**config.mk**
```make
export PLATFORM = sky130hd
export DESIGN_NAME = upsz_cmd_xlate
export DESIGN_NICKNAME = d
export VERILOG_FILES = /design/src/rtl/upsz_pkg.sv /design/src/rtl/upsz_classify.sv /design/src/rtl/upsz_incr_calc.sv /design/src/rtl/upsz_wrap_calc.sv /design/src/rtl/upsz_out_slice.sv /design/src/rtl/upsz_cmd_xlate.sv
export SDC_FILE = /design/constraint.sdc
export NUM_CORES = 1
export LEC_CHECK = 0
export BUFFER_PORTS_ARGS = -buffer_cell sky130_fd_sc_hd__buf_2
export CAP_MARGIN = 30
export CORE_AREA = 4 4 93 112
export CTS_BUF_LIST = sky130_fd_sc_hd__clkbuf_16
export CTS_CLUSTER_DIAMETER = 50
export DETAILED_ROUTE_END_ITERATION = 12
export DIE_AREA = 0 0 97 116
export HOLD_SLACK_MARGIN = 0.1
export PLACE_DENSITY = 0.86
export SLEW_MARGIN = 5
export SYNTH_ARGS = -nofsm -noshare
export SYNTH_HDL_FRONTEND = slang
export SYNTH_SLANG_ARGS = --single-unit
export TNS_END_PERCENT = 10
```
**constraint.sdc**
```tcl
create_clock -name clk -period 9.15 [get_ports clk]
set_clock_uncertainty 0.1 [all_clocks]
set_input_delay 1.83 -clock clk [delete_from_list [all_inputs] [get_ports clk]]
set_output_delay 1.83 -clock clk [all_outputs]
set_load 0.03 [all_outputs]
```
**src/rtl/upsz_pkg.sv**
```systemverilog
package upsz_pkg;
    localparam int LEN_W   = 8;
    localparam int SIZE_W  = 3;
    localparam int BURST_W = 2;
    localparam int CACHE_W = 4;

    typedef enum logic [BURST_W-1:0] {
        BT_FIXED = 2'd0,
        BT_INCR  = 2'd1,
        BT_WRAP  = 2'd2,
        BT_RSVD  = 2'd3
    } burst_e;

    typedef struct packed {
        logic [LEN_W-1:0]   len;
        logic [SIZE_W-1:0]  size;
        burst_e             burst;
        logic               lock;
        logic [CACHE_W-1:0] cache;
    } ctl_t;

    function automatic logic is_packable_burst(input logic [BURST_W-1:0] b);
        return (b == BT_INCR) || (b == BT_WRAP);
    endfunction
endpackage

```
**src/rtl/upsz_classify.sv**
```systemverilog
module upsz_classify import upsz_pkg::*; #(
    parameter int LITE = 0
) (
    input  logic [BURST_W-1:0] burst,
    input  logic               modifiable,
    output logic               packable
);
    generate
        if (LITE != 0) begin : g_lite
            assign packable = 1'b0;
        end else begin : g_full
            assign packable = modifiable & is_packable_burst(burst);
        end
    endgenerate
endmodule

```
**src/rtl/upsz_incr_calc.sv**
```systemverilog
module upsz_incr_calc import upsz_pkg::*; #(
    parameter int AW   = 32,
    parameter int MLOG = 4
) (
    input  logic [AW-1:0]     addr,
    input  logic [LEN_W-1:0]  len,
    input  logic [SIZE_W-1:0] size,
    output logic [LEN_W-1:0]  o_len
);
    localparam logic [AW-1:0] MMASK = AW'((1 << MLOG) - 1);

    logic [AW-1:0] size_mask;
    logic [AW-1:0] first_wide;
    logic [AW-1:0] last_wide;

    always_comb begin
        size_mask  = (AW'(1) << size) - AW'(1);
        first_wide = addr & ~MMASK;
        last_wide  = ((addr & ~size_mask) + (AW'(len) << size)) & ~MMASK;
        o_len      = LEN_W'((last_wide - first_wide) >> MLOG);
    end
endmodule

```
**src/rtl/upsz_wrap_calc.sv**
```systemverilog
module upsz_wrap_calc import upsz_pkg::*; #(
    parameter int AW       = 32,
    parameter int MLOG     = 4,
    parameter int IS_WRITE = 1
) (
    input  logic [AW-1:0]     addr,
    input  logic [LEN_W-1:0]  len,
    input  logic [SIZE_W-1:0] size,
    output logic [LEN_W-1:0]  o_len,
    output logic [AW-1:0]     o_addr,
    output burst_e            o_burst
);
    localparam logic [AW-1:0] MMASK = AW'((1 << MLOG) - 1);

    logic [AW-1:0] win_bytes;
    logic [AW-1:0] win_mask;
    logic [AW-1:0] win_base;
    logic [AW-1:0] win_off;
    logic [AW-1:0] start_off;

    always_comb begin
        win_bytes = (AW'(len) + AW'(1)) << size;
        win_mask  = win_bytes - AW'(1);
        win_base  = addr & ~win_mask;
        win_off   = addr & win_mask;
        o_len     = LEN_W'(((win_bytes + MMASK) >> MLOG) - AW'(1));
        o_burst   = (o_len != '0) ? BT_WRAP : BT_INCR;
        o_addr    = win_base | start_off;
    end

    generate
        if (IS_WRITE != 0) begin : g_round_up
            assign start_off = ((win_off + MMASK) & ~MMASK) & win_mask;
        end else begin : g_round_down
            assign start_off = win_off & ~MMASK;
        end
    endgenerate
endmodule

```
**src/rtl/upsz_out_slice.sv**
```systemverilog
module upsz_out_slice #(
    parameter int PW = 8
) (
    input  logic          clk,
    input  logic          rst,
    input  logic          in_valid,
    output logic          in_ready,
    input  logic [PW-1:0] in_data,
    output logic          out_valid,
    input  logic          out_ready,
    output logic [PW-1:0] out_data
);
    assign in_ready = !out_valid || out_ready;

    always_ff @(posedge clk) begin
        if (rst) begin
            out_valid <= 1'b0;
            out_data  <= '0;
        end else if (in_ready) begin
            out_valid <= in_valid;
            if (in_valid) out_data <= in_data;
        end
    end

    // a stalled result holds its contents
    assert_hold_stable_R10: assert property (@(posedge clk) disable iff (rst)
        out_valid && !out_ready |=> out_valid && $stable(out_data));

    // an accepted command is presented the next cycle
    assert_accept_visible_R10: assert property (@(posedge clk) disable iff (rst)
        in_valid && in_ready |=> out_valid && (out_data == $past(in_data)));
endmodule

```
**src/rtl/upsz_cmd_xlate.sv**
```systemverilog
module upsz_cmd_xlate import upsz_pkg::*; #(
    parameter int S_DW     = 32,
    parameter int M_DW     = 128,
    parameter int AW       = 32,
    parameter int IS_WRITE = 1,
    parameter int LITE     = 0,
    localparam int M_BYTES = M_DW / 8,
    localparam int MLOG    = $clog2(M_BYTES)
) (
    input  logic               clk,
    input  logic               rst,
    input  logic               s_valid,
    output logic               s_ready,
    input  logic [AW-1:0]      s_addr,
    input  logic [LEN_W-1:0]   s_len,
    input  logic [SIZE_W-1:0]  s_size,
    input  logic [BURST_W-1:0] s_burst,
    input  logic               s_lock,
    input  logic [CACHE_W-1:0] s_cache,
    output logic               m_valid,
    input  logic               m_ready,
    output logic [AW-1:0]      m_addr,
    output logic [LEN_W-1:0]   m_len,
    output logic [SIZE_W-1:0]  m_size,
    output logic [BURST_W-1:0] m_burst,
    output logic               m_lock,
    output logic [CACHE_W-1:0] m_cache,
    output logic               m_packed,
    output logic [SIZE_W-1:0]  m_orig_size,
    output logic [MLOG-1:0]    m_low_addr
);
    localparam int SLOG = $clog2(S_DW / 8);

    typedef struct packed {
        logic [AW-1:0]     addr;
        ctl_t              ctl;
        logic              pk;
        logic [SIZE_W-1:0] osize;
        logic [MLOG-1:0]   low;
    } out_t;

    initial assert (MLOG > SLOG) else $error("master width must exceed slave width");

    logic             packable;
    logic [LEN_W-1:0] incr_len;
    logic [LEN_W-1:0] wrap_len;
    logic [AW-1:0]    wrap_addr;
    burst_e           wrap_burst;
    out_t             nxt;
    out_t             q;

    upsz_classify #(.LITE(LITE)) u_cls (
        .burst      (s_burst),
        .modifiable (s_cache[1]),
        .packable   (packable)
    );

    upsz_incr_calc #(.AW(AW), .MLOG(MLOG)) u_incr (
        .addr  (s_addr),
        .len   (s_len),
        .size  (s_size),
        .o_len (incr_len)
    );

    upsz_wrap_calc #(.AW(AW), .MLOG(MLOG), .IS_WRITE(IS_WRITE)) u_wrap (
        .addr    (s_addr),
        .len     (s_len),
        .size    (s_size),
        .o_len   (wrap_len),
        .o_addr  (wrap_addr),
        .o_burst (wrap_burst)
    );

    always_comb begin
        nxt.addr      = s_addr;
        nxt.ctl.len   = s_len;
        nxt.ctl.size  = s_size;
        nxt.ctl.burst = burst_e'(s_burst);
        nxt.ctl.lock  = s_lock;
        nxt.ctl.cache = s_cache;
        nxt.pk        = packable;
        nxt.osize     = s_size;
        nxt.low       = s_addr[MLOG-1:0];
        if (packable) begin
            nxt.ctl.size = SIZE_W'(MLOG);
            if (s_burst == BT_INCR) begin
                nxt.ctl.len = incr_len;
            end else begin
                nxt.ctl.len   = wrap_len;
                nxt.addr      = wrap_addr;
                nxt.ctl.burst = wrap_burst;
            end
        end
    end

    upsz_out_slice #(.PW($bits(out_t))) u_slice (
        .clk       (clk),
        .rst       (rst),
        .in_valid  (s_valid),
        .in_ready  (s_ready),
        .in_data   (nxt),
        .out_valid (m_valid),
        .out_ready (m_ready),
        .out_data  (q)
    );

    assign m_addr      = q.addr;
    assign m_len       = q.ctl.len;
    assign m_size      = q.ctl.size;
    assign m_burst     = q.ctl.burst;
    assign m_lock      = q.ctl.lock;
    assign m_cache     = q.ctl.cache;
    assign m_packed    = q.pk;
    assign m_orig_size = q.osize;
    assign m_low_addr  = q.low;

    // an unpacked result keeps the requested size
    assert_passthru_size_R1: assert property (@(posedge clk) disable iff (rst)
        m_valid && !m_packed |-> m_size == m_orig_size);

    // FIXED input never yields a packed result
    assert_fixed_unpacked_R2: assert property (@(posedge clk) disable iff (rst)
        s_valid && s_ready && (s_burst == BT_FIXED) |=> !m_packed);

    // a packed result always uses the full master width
    assert_packed_size_R4: assert property (@(posedge clk) disable iff (rst)
        m_valid && m_packed |-> m_size == SIZE_W'(MLOG));

    // a packed WRAP result never has length zero
    assert_wrap_len_R5: assert property (@(posedge clk) disable iff (rst)
        m_valid && m_packed && (m_burst == BT_WRAP) |-> m_len != '0);

    // lock follows the accepted input
    assert_lock_copy_R8: assert property (@(posedge clk) disable iff (rst)
        s_valid && s_ready |=> m_lock == $past(s_lock));
endmodule

```
# ---- Yosys cells after proc, flatten, opt, wreduce, memory -nomap -nowiden
# Cells that the tools add are included.
dict set report word_totals {
  wordCells 33
  register_bits 59
}
dict set report classes {
  n_mux 5
  reduce_logical 5
  shift 3
  addsub 8
  bitwise_logic 8
  n_eq_ne 2
}
# cell count
set ops {}
lappend ops {{$and A32 B32 Y32} 3}
lappend ops {{$mux W45} 1}
lappend ops {{$add A32 B4 Y32 const B} 1}
lappend ops {{$mux W32} 1}
lappend ops {{$not A32 Y32} 1}
lappend ops {{$or A32 B32 Y32} 1}
lappend ops {{$shl A9 B3 Y32} 1}
lappend ops {{$sub A32 B1 Y32 const B} 1}
lappend ops {{$add A12 B12 Y12} 1}
lappend ops {{$add A12 B4 Y12 const B} 1}
lappend ops {{$and A12 B12 Y12} 1}
lappend ops {{$not A12 Y12} 1}
lappend ops {{$shl A1 B3 Y12 const A} 1}
lappend ops {{$shl A8 B3 Y12} 1}
lappend ops {{$sub A12 B12 Y12} 1}
lappend ops {{$sub A12 B2 Y12 const B} 1}
lappend ops {{$add A8 B1 Y9 const B} 1}
lappend ops {{$mux W8} 1}
lappend ops {{$reduce_bool A8 Y1} 1}
lappend ops {{$sub A8 B1 Y8 const B} 1}
lappend ops {{$mux W2} 2}
lappend ops {{$eq A2 B1 Y1 const B} 1}
lappend ops {{$eq A2 B2 Y1 const B} 1}
lappend ops {{$logic_or A1 B1 Y1} 2}
lappend ops {{other kinds (3)} 3}

# ---- Logic depth before layout (Yosys ltp)
dict set report depth {
  ltp_word 9
  depth_mapped 26
  ltp_nobuf 24
}

# ---- By module
# From an unflattened synthesis, not the netlist that was laid out.
dict set report unflattened {
  hier_cells 879
  hier_area_um2 7239.4
}
# module area_per_inst_um2 n_inst cells_each seq_area_each_um2
set modules_own_cells {}
lappend modules_own_cells {upsz_out_slice 2862.7 1 269 1181.1}
lappend modules_own_cells {upsz_wrap_calc 2444.8 1 369 0.0}
lappend modules_own_cells {upsz_incr_calc 1172.4 1 166 0.0}
lappend modules_own_cells {upsz_cmd_xlate 744.5 1 73 0.0}
lappend modules_own_cells {upsz_classify 15.0 1 2 0.0}

# ---- Worst setup path before layout
# OpenSTA, ideal clock, no wires.
dict set report synth_path {
  kind {in2reg}
  start {input port s_size[2]}
  end {register u_slice.out_data[25]}
  setup_slack_ps 2773
  arrival_time_ps 6203
  path_buffers 4
  stages 25
  setup_ps 74
  cell_sequence {clkbuf_1 > clkbuf_1 > buf_1 > buf_1 > nor3_1 > ha_1 > a41o_1 > a21oi_1 > nor2b_1 > nor2_1 > nor2b_1 > nor2_1 > xnor2_1 > ha_1 > nor2b_1 > o21ai_0 > a21oi_1 > o21ai_0 > nand2b_1 > a21o_1 > a21oi_1 > xor2_1 > xnor2_1 > a2111o_1 > o21ai_0}
}
dict set report synth_between {
  elab_chain_cells 8
}
# item line_no
set synth_lines {}
lappend synth_lines {{from (decl)} upsz_cmd_xlate.sv:16} ;# input logic [SIZE_W-1:0] s_size,
lappend synth_lines {{$shl A1 B3 Y12} upsz_incr_calc.sv:17} ;# size_mask = (AW'(1) << size) - AW'(1);
lappend synth_lines {{$sub A12 B2 Y12} upsz_incr_calc.sv:17}
lappend synth_lines {{$not A12 Y12} upsz_incr_calc.sv:19} ;# last_wide = ((addr & ~size_mask) + (AW'(len) << size)) & ~MMASK;
lappend synth_lines {{$and A12 B12 Y12} upsz_incr_calc.sv:19}
lappend synth_lines {{$add A12 B12 Y12} upsz_incr_calc.sv:19}
lappend synth_lines {{$sub A12 B12 Y12} upsz_incr_calc.sv:20} ;# o_len = LEN_W'((last_wide - first_wide) >> MLOG);
lappend synth_lines {{$mux W8 *} upsz_cmd_xlate.sv:86} ;# if (s_burst == BT_INCR) begin
lappend synth_lines {{$mux W45 *} upsz_cmd_xlate.sv:84} ;# if (packable) begin
lappend synth_lines {{to (signal assigned)} upsz_out_slice.sv:21} ;# if (in_valid) out_data <= in_data;
lappend synth_lines {{to (decl)} upsz_out_slice.sv:11} ;# output logic [PW-1:0] out_data
# Every way passes the cells marked *; elsewhere a longest branch is shown, timed or not.
# A chain may end at the register's enable or synchronous reset.

# ---- Worst setup path in the final report
dict set report layout_path {
  start {input port s_size[2]}
  end {register u_slice.out_data[57]}
}
dict set report layout_between {
  elab_chain_cells 8
}
# item line_no
set layout_lines {}
lappend layout_lines {{$shl A9 B3 Y32 *} upsz_wrap_calc.sv:22} ;# win_bytes = (AW'(len) + AW'(1)) << size;
lappend layout_lines {{$sub A32 B1 Y32 *} upsz_wrap_calc.sv:23} ;# win_mask = win_bytes - AW'(1);
lappend layout_lines {{$and A32 B32 Y32} upsz_wrap_calc.sv:25} ;# win_off = addr & win_mask;
lappend layout_lines {{$add A32 B4 Y32} upsz_wrap_calc.sv:33} ;# assign start_off = ((win_off + MMASK) & ~MMASK) & win_mask;
lappend layout_lines {{$and A32 B32 Y32} upsz_wrap_calc.sv:33}
lappend layout_lines {{$or A32 B32 Y32 *} upsz_wrap_calc.sv:28} ;# o_addr = win_base | start_off;
lappend layout_lines {{$mux W32 *} upsz_cmd_xlate.sv:86}
lappend layout_lines {{$mux W45 *} upsz_cmd_xlate.sv:84}
# Marks and branches as above.

==> qor_table.md <==
| Result | Value | Unit |
|---|---|---|
| Share of total power in sequential cells | 28.9 | % |
| Post-CTS sizing | 0 | - |
| Clock input transition at the sequential cells of the worst setup and hold paths | 0.05 | ns |
| Share of the yosys chip area belonging to registers | 21.1 | % |
| Number of storage elements in the synthesis netlist | 59 | - |
| Number of synthesized flops with an enable pin | 0 | - |
| Routed wire length | 18,200 | um |
| Number of clock sinks seen by CTS | 59 | - |
| Hold Slack | 0.350 | ns |
| Power per Cell Area | 154 | mW/mm^2 |
| Hold/Removal Path Class | flop to flop | - |
| Gr ovfl total | 0 | - |
| Data arrival time at the worst-slack endpoint | 6.87 | ns |
| Die extent in y | 116 | um |
| Kind of launch point of the worst setup path | input pin | - |
| Top cell family by delay on the critical path | simple AND/OR/NAND/NOR gates | - |
| Top Ports | 114 | - |
| Setup ws final | 2.42 | ns |
| CTS Buffer Depth | 2 | - |
| Yosys warns | 0 | - |
| Mean number of vias per cell | 6.57 | - |
| Final TNS setup | 0 | ns |
| 1st-iter DRT viols | 510 | - |
| # port buffers | 113 | - |
| Combinational cell fraction of total power | 36.8 | % |
| Number of antenna repair diodes | 0 | - |
| Count of maximum capacitance violations | 0 | - |
| Yosys cell types | 84 | - |
| Mean routed wirelength per cell | 19.0 | um |
| Final hold violations | 0 | - |
| Buffer count from post-CTS setup fixing | 0 | - |
| Cells after synthesis | 761 | - |
| Clock share of power | 34.3 | % |
| Proportion of layout cells with a drive suffix above 1 | 18.3 | % |
| Critical path's largest stage delay | 0.70 | ns |
| Total internal power | 0.636 | mW |
| Average cell area after synthesis | 7.36 | um^2 |
| # rows | 39 | - |
| DRC violation count after routing | 0 | - |
| Area of the core region | 0.00942 | mm^2 |
| Die outline width | 97 | um |
| Critical path type | input pin to flop | - |
| Number of global-route vias before repair | 5,800 | - |
| Count of nets left with antenna violations after detail routing | 0 | - |
| Worst Max-Slew Pin Slew | 0.794 | ns |
| Layout-stage area growth over the synthesis result | 14.7 | % |
| Final Max Slew Viols | 0 | - |
| Overall routing resource usage | 31.3 | % |
| Fraction of registers with async set or reset after synthesis | 0 | % |
| Post-DP HPWL | 13,800 | um |
| Routed via count | 6,300 | - |
| Number of nets in the final layout | 911 | - |
| Leading post-synthesis cells by cell area | dfxtp_1, nand2_1, ha_1 | - |
| Ratio of final minimum period to clock period | 73.5 | % |
| Upper clock frequency limit | 149 | MHz |
| Switch share | 35.8 | % |
| Largest net degree at the start of global routing | 85 | - |
| Count leader, synth | nand2_1 | - |
| Combined buffer and inverter count along the critical path | 2 | - |
| Library cell used as clock root buffer | clkbuf_16 | - |
| Leak | 2.62 | nW |
| RSZ-0062 raised after global routing | false | - |
| Worst path required time | 9.29 | ns |
| Worst-case vdd ir drop | 0.0000817 | V |
| Final weighted congestion in routability-driven placement | 0.952 | - |
| Insertion delay to the later sink of the worst-skew pair | 0.33 | ns |
| Placement Setup Slack | 2.16 | ns |
| Prevailing post-synth register cell | dfxtp_1 | - |
| Most area-hungry cell type in the Yosys netlist | dfxtp_1 | - |
| Net load switching power | 0.355 | mW |
| Number of buffers inserted by hold repair at cts | 0 | - |
| Cell chain of the critical path | buf_2 > clkinv_1 > a311o_1 > a22oi_1 > nand3_1 > nor4_1 > ha_1 > nor2b_1 > and3_1 > nand2_1 > nor4_2 > nor4b_4 > nand4_1 > or4_1 > a311oi_1 | - |
| Global-route wire length before repair | 29,000 | um |
| Number of H-tree branching levels | 3 | - |
| Minimum clock period | 6.73 | ns |
| Initial antenna violation count | 0 | - |
| Number of buffers created by CTS | 9 | - |
| Length of the first detailed-routing pass in iterations | 5 | - |
| CTS tree | yes | - |
| Leading cell types by count after synthesis | nand2_1, nor2_1, dfxtp_1 | - |
| Number of nets produced by synthesis | 839 | - |
| Initial standard-cell utilization of the core | 59.5 | % |
| Worst max-slew margin expressed relative to the limit | 46.9 | % |
| Crit Path Max Fanout | 41 | - |
| Die area | 0.0113 | mm^2 |
| Worst setup EP type | flop | - |
| Fraction of post-synthesis cell area in the top cell type by area | 21.1 | % |
| Cell with the largest stage delay on the worst path | clkinv_1 | - |
| Setup Viol. Count Final | 0 | - |
| Run status | finished clean | - |
| Area of the mapped netlist | 0.00560 | mm^2 |
==> state kept, by name, summed over array words and instances, names as in the netlist <==
signal	flops
u_slice.out_valid	1
u_slice.out_data	58
==> path summary, 6_finish.rpt <==
path	from	to	slack [ns]	depth (start not counted)
setup / recovery	s_size[2]	u_slice.out_data[57]	2.42	15
hold reg to reg	u_slice.out_data[5]	u_slice.out_data[5]	0.35	2
hold / removal	u_slice.out_data[5]	u_slice.out_data[5]	0.35	2
setup reg to reg	u_slice.out_valid	u_slice.out_data[25]	7.08	6
==> per-stage QoR <==
stage / instances / instance area [um^2] / util [%] / total power [mW]
2_1_floorplan: 761 / 5600 / - / 0.553
3_3_place_gp: 943 / 6080 / 64.5 / 0.637
3_5_place_dp: 944 / 6100 / 64.7 / 0.645
4_1_cts: 958 / 6390 / 67.9 / 0.986
5_1_grt: 959 / 6420 / 68.2 / 1.04
6_report: 959 / 6420 / 68.2 / 0.992
==> cells by family after synthesis <==
family / after synthesis / share of synthesized area, %
xor gates and xnor gates: 45 / 7.04
DFF: 59 / 21.1
buffers and inverters: 82 / 6.35
adders and majority gates: 24 / 5.50
muxes: 14 / 2.70
AOI/OAI and AO/OA: 212 / 26.9
and+or+nand+nor: 325 / 30.4
==> tightest hold or removal path, cell delays in order (launching register included) <==
cell and delay (ns):
dfxtp_1 0.30, nand2_1 0.05, a21oi_1 0.05
==> power groups by stage <==
| stage | combinational, mW | sequential [mW] | clock, mW |
|---|---|---|---|
| after global routing | 0.394 | 0.289 | 0.356 |
| after global placement | 0.347 | 0.290 | 0 |
| after floorplan | 0.225 | 0.328 | 0 |
| after detailed placement | 0.354 | 0.291 | 0 |
| final | 0.365 | 0.287 | 0.340 |
| after CTS | 0.357 | 0.287 | 0.342 |
==> layout by cell type (no fill, tap or decap), types with 9 or more instances in the layout <==
| master | instances |
|---|---|
| or3_1 | 10 |
| o21ai_0 | 22 |
| a211oi_1 | 21 |
| nor4_1 | 12 |
| nor3_1 | 23 |
| xor2_1 | 23 |
| nand2_1 | 88 |
| dfxtp_1 | 59 |
| ha_1 | 23 |
| nand2b_1 | 11 |
| xnor2_1 | 22 |
| a311oi_1 | 13 |
| nor2b_1 | 11 |
| clkbuf_16 | 9 |
| nor2_1 | 76 |
| buf_2 | 113 |
| nand4_1 | 18 |
| o211ai_1 | 21 |
| a21oi_1 | 53 |
| inv_1 | 25 |
| nand3_1 | 22 |
==> routing by layer <==
| layer | GRT usage, % | routed length [um] | vias to the layer above |
|---|---|---|---|
| li1 | - | - | 2969 |
| met1 | 38.2 | 7380 | 2977 |
| met2 | 54.2 | 8900 | 307 |
| met3 | 4.76 | 1270 | 47 |
| met4 | 14.8 | 669 | 0 |
| met5 | 0 | 0 | - |
==> cell type report <==
type | instances | area [um^2]
multi-input combinational | 620 | 4060
fill | 792 | 3000
sequential | 59 | 1180
timing repair buffer | 117 | 628
clock buffer | 9 | 225
tap | 123 | 154
inverter | 26 | 97.6
clock inverter | 5 | 71.3
(Power assumes the default switching activity.)
